<file path="config.mk">
export PLATFORM = sky130hd
export DESIGN_NAME = cs_window_decoder
export DESIGN_NICKNAME = d
export VERILOG_FILES = /design/src/rtl/csd_pkg.sv /design/src/rtl/csd_regfile.sv /design/src/rtl/csd_window_match.sv /design/src/rtl/csd_select.sv /design/src/rtl/cs_window_decoder.sv
export SDC_FILE = /design/constraint.sdc
export NUM_CORES = 1
export LEC_CHECK = 0
export BUFFER_PORTS_ARGS = -buffer_cell sky130_fd_sc_hd__buf_2
export CAP_MARGIN = 20
export CELL_PAD_IN_SITES_DETAIL_PLACEMENT = 0
export CELL_PAD_IN_SITES_GLOBAL_PLACEMENT = 1
export CORE_MARGIN = 2
export CORE_UTILIZATION = 40
export CTS_CLUSTER_DIAMETER = 50
export DETAILED_ROUTE_END_ITERATION = 10
export PLACE_DENSITY_LB_ADDON = 0.1
export SYNTH_ARGS = -nofsm -noshare
export SYNTH_HDL_FRONTEND = slang
export SYNTH_HIERARCHICAL = 1
export SYNTH_SLANG_ARGS = --single-unit
</file>
<file path="constraint.sdc">
create_clock -name clk -period 5.7 [get_ports clk]
set_input_delay 0.57 -clock clk [delete_from_list [all_inputs] [get_ports clk]]
set_output_delay 0.57 -clock clk [all_outputs]
set_load 0.01 [all_outputs]
</file>
<file path="src/rtl/csd_pkg.sv">
package csd_pkg;
  // Control register bit positions
  localparam int CTL_ACT  = 0;
  localparam int CTL_ALE  = 1;
  localparam int CTL_BT   = 2;  // 2-bit bus type at [3:2]
  localparam int CTL_RDCS = 4;
  localparam int CTL_WRCS = 5;

  // Qualify a selected region against the command strobes
  function automatic logic strobe_qualify(input logic rd_gate, input logic wr_gate,
                                          input logic rd_act, input logic wr_act);
    return (!rd_gate && !wr_gate) || (rd_gate && rd_act) || (wr_gate && wr_act);
  endfunction
endpackage

</file>
<file path="src/rtl/csd_regfile.sv">
module csd_regfile
  import csd_pkg::*;
#(
  parameter int NUM_WIN = 4,
  parameter int REG_W   = 16,
  parameter int RA_W    = $clog2(NUM_WIN + 1) + 1
) (
  input  logic                          clk,
  input  logic                          rst,
  input  logic                          ext_access_i,
  input  logic [1:0]                    boot_cfg_i,
  input  logic                          we_i,
  input  logic [RA_W-1:0]               addr_i,
  input  logic [REG_W-1:0]              wdata_i,
  output logic [REG_W-1:0]              rdata_o,
  output logic [NUM_WIN:0][REG_W-1:0]   ctl_o,
  output logic [NUM_WIN-1:0][REG_W-1:0] rsel_o
);
  localparam int IDX_W = RA_W - 1;

  logic [NUM_WIN:0][REG_W-1:0]   ctl_q;
  logic [NUM_WIN-1:0][REG_W-1:0] rsel_q;
  logic [IDX_W-1:0]              idx;
  logic                          is_rsel, ctl_hit, rsel_hit;

  assign idx      = addr_i[IDX_W-1:0];
  assign is_rsel  = addr_i[RA_W-1];
  assign ctl_hit  = !is_rsel && (int'(idx) <= NUM_WIN);
  assign rsel_hit = is_rsel && (idx != '0) && (int'(idx) <= NUM_WIN);

  always_ff @(posedge clk) begin
    if (rst) begin
      for (int i = 1; i <= NUM_WIN; i++) ctl_q[i] <= '0;
      rsel_q <= '0;
      if (ext_access_i) begin
        ctl_q[0] <= '0;
      end else begin
        ctl_q[0]               <= '0;
        ctl_q[0][CTL_ACT]      <= 1'b1;
        ctl_q[0][CTL_ALE]      <= 1'b1;
        ctl_q[0][CTL_BT +: 2]  <= boot_cfg_i;
      end
    end else if (we_i) begin
      if (ctl_hit)  ctl_q[idx]      <= wdata_i;
      if (rsel_hit) rsel_q[idx - 1] <= wdata_i;
    end
  end

  always_comb begin
    rdata_o = '0;
    if (ctl_hit)  rdata_o = ctl_q[idx];
    if (rsel_hit) rdata_o = rsel_q[idx - 1];
  end

  assign ctl_o  = ctl_q;
  assign rsel_o = rsel_q;


  unmapped_write_chk: assert property (@(posedge clk) disable iff (rst)
    (we_i && !ctl_hit && !rsel_hit) |=> ($stable(ctl_q) && $stable(rsel_q)));
endmodule

</file>
<file path="src/rtl/csd_window_match.sv">
module csd_window_match #(
  parameter int ADDR_W    = 24,
  parameter int PAGE_LOG2 = 12,
  parameter int SIZE_W    = 4,
  parameter int REG_W     = 16
) (
  input  logic [REG_W-1:0]  rsel_i,
  input  logic              active_i,
  input  logic [ADDR_W-1:0] addr_i,
  output logic              hit_o
);
  localparam int START_W = ADDR_W - PAGE_LOG2;

  logic [SIZE_W-1:0]  size_code;
  logic [START_W-1:0] start_f;
  logic               eq;

  assign size_code = rsel_i[SIZE_W-1:0];
  assign start_f   = rsel_i[SIZE_W +: START_W];

  always_comb begin
    eq = 1'b1;
    for (int k = 0; k < START_W; k++) begin
      if (k >= int'(size_code) && addr_i[PAGE_LOG2 + k] != start_f[k]) eq = 1'b0;
    end
  end

  assign hit_o = active_i && eq;
endmodule

</file>
<file path="src/rtl/csd_select.sv">
module csd_select
  import csd_pkg::*;
#(
  parameter int NUM_WIN = 4,
  parameter int REG_W   = 16
) (
  input  logic [NUM_WIN-1:0]          hit_i,
  input  logic [NUM_WIN:0][REG_W-1:0] ctl_i,
  input  logic                        rd_n_i,
  input  logic [1:0]                  wr_n_i,
  output logic [NUM_WIN:0]            cs_n_o
);
  localparam int SEL_W = $clog2(NUM_WIN + 1);

  logic [SEL_W-1:0] sel;
  logic             found, region_on, qual;
  logic [REG_W-1:0] c;

  always_comb begin
    sel   = '0;
    found = 1'b0;
    for (int i = 0; i < NUM_WIN; i++) begin
      if (!found && hit_i[i]) begin
        sel   = SEL_W'(i + 1);
        found = 1'b1;
      end
    end
    c         = ctl_i[sel];
    region_on = found || ctl_i[0][CTL_ACT];
    qual      = strobe_qualify(c[CTL_RDCS], c[CTL_WRCS], !rd_n_i, !(&wr_n_i));
    cs_n_o    = '1;
    if (region_on && qual) cs_n_o[sel] = 1'b0;
  end
endmodule

</file>
<file path="src/rtl/cs_window_decoder.sv">
module cs_window_decoder
  import csd_pkg::*;
#(
  parameter int NUM_WIN   = 4,
  parameter int ADDR_W    = 24,
  parameter int PAGE_LOG2 = 12,
  parameter int SIZE_W    = 4,
  parameter int REG_W     = 16,
  parameter int RA_W      = $clog2(NUM_WIN + 1) + 1
) (
  input  logic              clk,
  input  logic              rst,
  input  logic              ext_access_i,
  input  logic [1:0]        boot_cfg_i,
  input  logic              reg_we_i,
  input  logic [RA_W-1:0]   reg_addr_i,
  input  logic [REG_W-1:0]  reg_wdata_i,
  output logic [REG_W-1:0]  reg_rdata_o,
  input  logic [ADDR_W-1:0] bus_addr_i,
  input  logic              rd_n_i,
  input  logic [1:0]        wr_n_i,
  output logic [NUM_WIN:0]  cs_n_o
);
  logic [NUM_WIN:0][REG_W-1:0]   ctl;
  logic [NUM_WIN-1:0][REG_W-1:0] rsel;
  logic [NUM_WIN-1:0]            hit;
  logic [ADDR_W-1:0]             addr_q;

  always_ff @(posedge clk) begin
    if (rst) addr_q <= '0;
    else     addr_q <= bus_addr_i;
  end

  csd_regfile #(.NUM_WIN(NUM_WIN), .REG_W(REG_W), .RA_W(RA_W)) u_regs (
    .clk(clk), .rst(rst), .ext_access_i(ext_access_i), .boot_cfg_i(boot_cfg_i),
    .we_i(reg_we_i), .addr_i(reg_addr_i), .wdata_i(reg_wdata_i),
    .rdata_o(reg_rdata_o), .ctl_o(ctl), .rsel_o(rsel)
  );

  for (genvar g = 0; g < NUM_WIN; g++) begin : g_win
    csd_window_match #(.ADDR_W(ADDR_W), .PAGE_LOG2(PAGE_LOG2), .SIZE_W(SIZE_W),
                       .REG_W(REG_W)) u_match (
      .rsel_i(rsel[g]), .active_i(ctl[g+1][CTL_ACT]), .addr_i(addr_q), .hit_o(hit[g])
    );


    win_claims_addr_chk: assert property (@(posedge clk) disable iff (rst)
      !cs_n_o[g+1] |-> hit[g]);


    rd_gate_only_chk: assert property (@(posedge clk) disable iff (rst)
      (!cs_n_o[g+1] && ctl[g+1][CTL_RDCS] && !ctl[g+1][CTL_WRCS]) |-> !rd_n_i);


    wr_gate_only_chk: assert property (@(posedge clk) disable iff (rst)
      (!cs_n_o[g+1] && ctl[g+1][CTL_WRCS] && !ctl[g+1][CTL_RDCS]) |-> !(&wr_n_i));
  end

  csd_select #(.NUM_WIN(NUM_WIN), .REG_W(REG_W)) u_sel (
    .hit_i(hit), .ctl_i(ctl), .rd_n_i(rd_n_i), .wr_n_i(wr_n_i), .cs_n_o(cs_n_o)
  );


  single_select_chk: assert property (@(posedge clk) disable iff (rst)
    $onehot0(~cs_n_o));


  default_only_unclaimed_chk: assert property (@(posedge clk) disable iff (rst)
    !cs_n_o[0] |-> (hit == '0 && ctl[0][CTL_ACT]));
endmodule

</file>
Word level (Yosys, flattened, before mapping)
Cells that the tools add are included.

Register bits after elaboration: 168. Output and inout port bits: 21.

Order comparisons: 55. Eq/ne operators: 48. Mux-type cells: 77. Bitwise logic cells: 1. Reduce and logical (&&, ||, !) cells: 83. Add/sub/neg operators: 1.

Operators with widths (count): 2-to-1 mux 16 bit (9); binary-select mux 16 bit (select 3 bit) (2); bitwise mux 80 bit (1); logical AND 1 bit (65); bitwise mux 64 bit (1); >= comparator 3 x 4 -> 1 bit (first input constant) (16); >= comparator 4 bit (first input constant) (16); 2-to-1 mux 1 bit (54); demux 16 bit (select 3 bit) (1); inequality test 1 bit (48); binary-select mux 16 bit (select 2 bit) (1); demux 16 bit (select 2 bit) (1); >= comparator 1 x 4 -> 1 bit (first input constant) (8); >= comparator 2 x 4 -> 1 bit (first input constant) (8); >= comparator 32 x 1 -> 1 bit (second input constant) (1); < comparator 32 x 3 -> 1 bit (second input constant) (1); 2-to-1 mux 3 bit (3); logical NOT 1 bit (8); < comparator 3 x 4 -> 1 bit (second input constant) (2); AND reduction 2 bit (4); >= comparator 3 x 1 -> 1 bit (second input constant) (2); 2-to-1 mux 6 bit (1); 2-to-1 mux 5 bit (1); NOT 5 bit (1); 7 further kinds (10).

Depth between registers and ports, before layout
Depth after elaboration: 33. Depth in mapped cells: 11. Mapped depth without buffers: 9.

Hierarchy
Netlist, hierarchy kept.

Modules (own cells, without submodules): csd_regfile (area each 6891.6 um^2, times used 1, cells an instance 781, sequential area each 3042.9 um^2); csd_window_match (area each 247.7 um^2, times used 4, cells an instance 34, sequential area each 0.0 um^2); cs_window_decoder (area each 693.2 um^2, times used 1, cells an instance 50, sequential area each 480.5 um^2); csd_select (area each 190.2 um^2, times used 1, cells an instance 30, sequential area each 0.0 um^2).

Worst setup path before layout
OpenSTA, ideal clock, no wires.

Kind: register -> output. Start: reg addr_q[23]. End: out cs_n_o[2]. Path buffers: 0. Stages on the path, launching flop included: 10. Slack: 2.544 ns. Arrival time: 2.586 ns. Cell sequence: dfxtp_1 xnor2_2 o211ai_1 o31a_1 nor4_2 nand2b_1 a311oi_1 or3_1 a221o_1 nand3b_1.

Elaborated cells on any way between the ends: 48. Classes of those cells: order compare (2); eq/ne (4); mux (17); bitwise (1); reduce/logical (24).

RTL lines: from (decl) (line cs_window_decoder.sv:27) `logic [ADDR_W-1:0] addr_q;`; from (signal assigned) (line cs_window_decoder.sv:31) `else addr_q <= bus_addr_i;`; inequality test 1 bit * (line csd_window_match.sv:24) `if (k >= int'(size_code) && addr_i[PAGE_LOG2 + k] != start_f[k]) eq = 1'b0;`; logical AND 1 bit * (line csd_window_match.sv:24); 2-to-1 mux 1 bit * (line csd_window_match.sv:24); logical AND 1 bit * (line csd_window_match.sv:28) `assign hit_o = active_i && eq;`; via hit[2] (line cs_window_decoder.sv:26) `logic [NUM_WIN-1:0] hit;`; logical AND 1 bit * (line csd_select.sv:23) `if (!found && hit_i[i]) begin`; parallel branches: the longest is 11 deep, another holds < comparator 3 x 4 -> 1 bit; 2-to-1 mux 5 bit * (line csd_select.sv:32) `if (region_on && qual) cs_n_o[sel] = 1'b0;`; to (decl) (line cs_window_decoder.sv:22) `output logic [NUM_WIN:0] cs_n_o`.

Mark *: on every way through the listed nets, which the timed path passes. The select of a mux whose other input is x is not followed.

Worst setup path after layout
Start: reg addr_q[23]. End: out cs_n_o[0].

Same word-level chain as after synthesis.

==> out/metrics.csv <==
metric,value,unit
outcome,"complete, no violations",
clk sink count,156,
top sig layer,met4,
hold slack,337.8,ps
# diodes,0,
Synth Warn #,6,
Final Util,0.4463,
PwrDens,270.9,nW/µm²
Max Clock Freq,234.7,MHz
HPWL Detailed,17740,µm
WL met3,1379,µm
worst-path cell chain,"xnor2_2, o211ai_1, o31a_1, nor4_2, nand2b_1, a311oi_1, or3_1, a221o_1, nand3_1, buf_2",
WL per Instance,21.91,µm
CTS H-tree depth,4,
grt ovf,0,
via count,7068,
slowest cell on the critical path,nor4_2,
# port buffers,61,
final hold violation count,0,
met2 wire length,12810,µm
syn avg cell area,8.662,µm²
Slew headroom,0.3157,
DRC violations left,0,
TritonCTS Buffers,17,
share of cells above drive strength 1,0.1684,
Die H,149.1,µm
CP startpoint kind,register,
number of max-cap violations,0,
leakage,3.359,nW
Worst-Margin Slew,1023,ps
CTS root buf,clkbuf_16,
core area,20820,µm²
setup ws final,1440,ps
NumNets Final,1031,
initial antenna violation count,0,
cell area after layout,9293,µm²
row count,53,
peak supply drop,0.1864,mV
Skew-Pair Late Insertion Delay,430,ps
minimum clock period,4260,ps
synthesized cell area,8419,µm²
Antenna Violating Nets Remaining,0,
dpl cell area,8693,µm²
Ports,74,
detailed router's first-iteration violation count,576,
DRT Pass-1 Iters,5,
post-cts resize count,0,
Post-Route WL,27630,µm
"Power, Total",2.517,mW
postcts setup bufs,0,
"Worst Path Class, Setup",reg2out,
worst stage delay on the critical path,710,ps
Post-CTS Hold Fix Bufs,0,
largest net degree at the start of global routing,64,
fin cells,1261,
DP Worst Slack,1901,ps
Worst Path Max Fanout,8,
Die ar.,22220,µm²
Buf/Inv on CP,1,
total track usage,0.2545,
vias in the first global route,6721,
CTS tree,done,
Max Buffers Root-to-Sink,2,
"delay-heaviest family, CP",simple AND/OR/NAND/NOR gates,
syn nets,1030,
Die Width,149.1,µm
wl on met1,12950,µm
first-pass GRT wire length,42080,µm
starting density of the core,0.4043,
final setup fails,0,
critical path endpoint category,primary output,
worst path arrival time,3690,ps
Critical Path RT,5130,ps
crit share post-route,0.7474,
"Clk pin slew, worst setup/hold paths",60,ps
Area growth syn-to-layout,10.37,%
fillcell total,2159,
flop2flop setup slack,4710,ps
clock skew,0,ps
placed cell count,1227,
TNS Setup,0,ps
"Slew Viols, Final",0,
RD Place Congestion,0.8604,
Vias per Instance,5.605,
Synth Instances,972,
RSZ-0062 raised after global routing,no,
class of the tightest hold or removal check,in2reg,
[layer usage]
layer	vias to the layer above	GRT usage
met5	-	0
met4	0	0.07333
met3	35	0.04985
met2	184	0.4007
met1	3418	0.3559
li1	3431	-
[power by group]
| group | switching [mW] | internal (mW) | leakage (nW) |
|---|---|---|---|
| Sequential | 0.0213 | 1.13 | 1.30 |
| Clock | 0.472 | 0.633 | 0.277 |
| Combinational | 0.171 | 0.0871 | 1.79 |
[registers in the layout, indices dropped and copies added (netlist names)]
signal         count
u_regs/rsel_o     64
u_regs/ctl_o      80
addr_q            12
[worst reg2reg max path, stage by stage, from the launching register on]
cell and delay [ps]:
dfxtp_1 590, o21ai_0 170, a21oi_1 170
[placed cells by master, fill, tap and decap left out, drive strengths merged, types with 16 or more instances in the layout]
| cell type | count |
|---|---|
| clkbuf | 24 |
| mux2i | 47 |
| dfxtp | 140 |
| edfxtp | 16 |
| xnor2 | 37 |
| buf | 73 |
| a21oi | 128 |
| nor2 | 44 |
| nand2 | 161 |
| nand3 | 53 |
| a22oi | 19 |
| mux4 | 17 |
| o21ai | 74 |
[path summary, 6_finish.rpt]
check | from | to | depth (start not counted)
setup reg to reg | u_regs/rsel_o[1]$_SDFFE_PP0P_ | u_regs/rsel_o[1]$_SDFFE_PP0P_ | 2
hold / removal | bus_addr_i[23] | addr_q[23]$_SDFF_PP0_ | 2
hold reg to reg | u_regs/ctl_o[60]$_SDFFE_PP0P_ | u_regs/ctl_o[60]$_SDFFE_PP0P_ | 2
setup / recovery | addr_q[23]$_SDFF_PP0_ | cs_n_o[0] | 10
[final cells by class]
| type | count | area, µm² | share of cell area |
|---|---|---|---|
| Timing Repair Buffer | 73 | 416.7 | 0.04484 |
| Inverter | 10 | 37.54 | 0.004039 |
| Clock inverter | 8 | 53.80 | 0.005790 |
| Multi-Input combinational cell | 715 | 4643 | 0.4997 |
| Tap cell | 275 | 344.1 | 0.03703 |
| Sequential cell | 156 | 3283 | 0.3533 |
| Clock buffer | 24 | 514.2 | 0.05534 |
(Power assumes the default switching activity.)
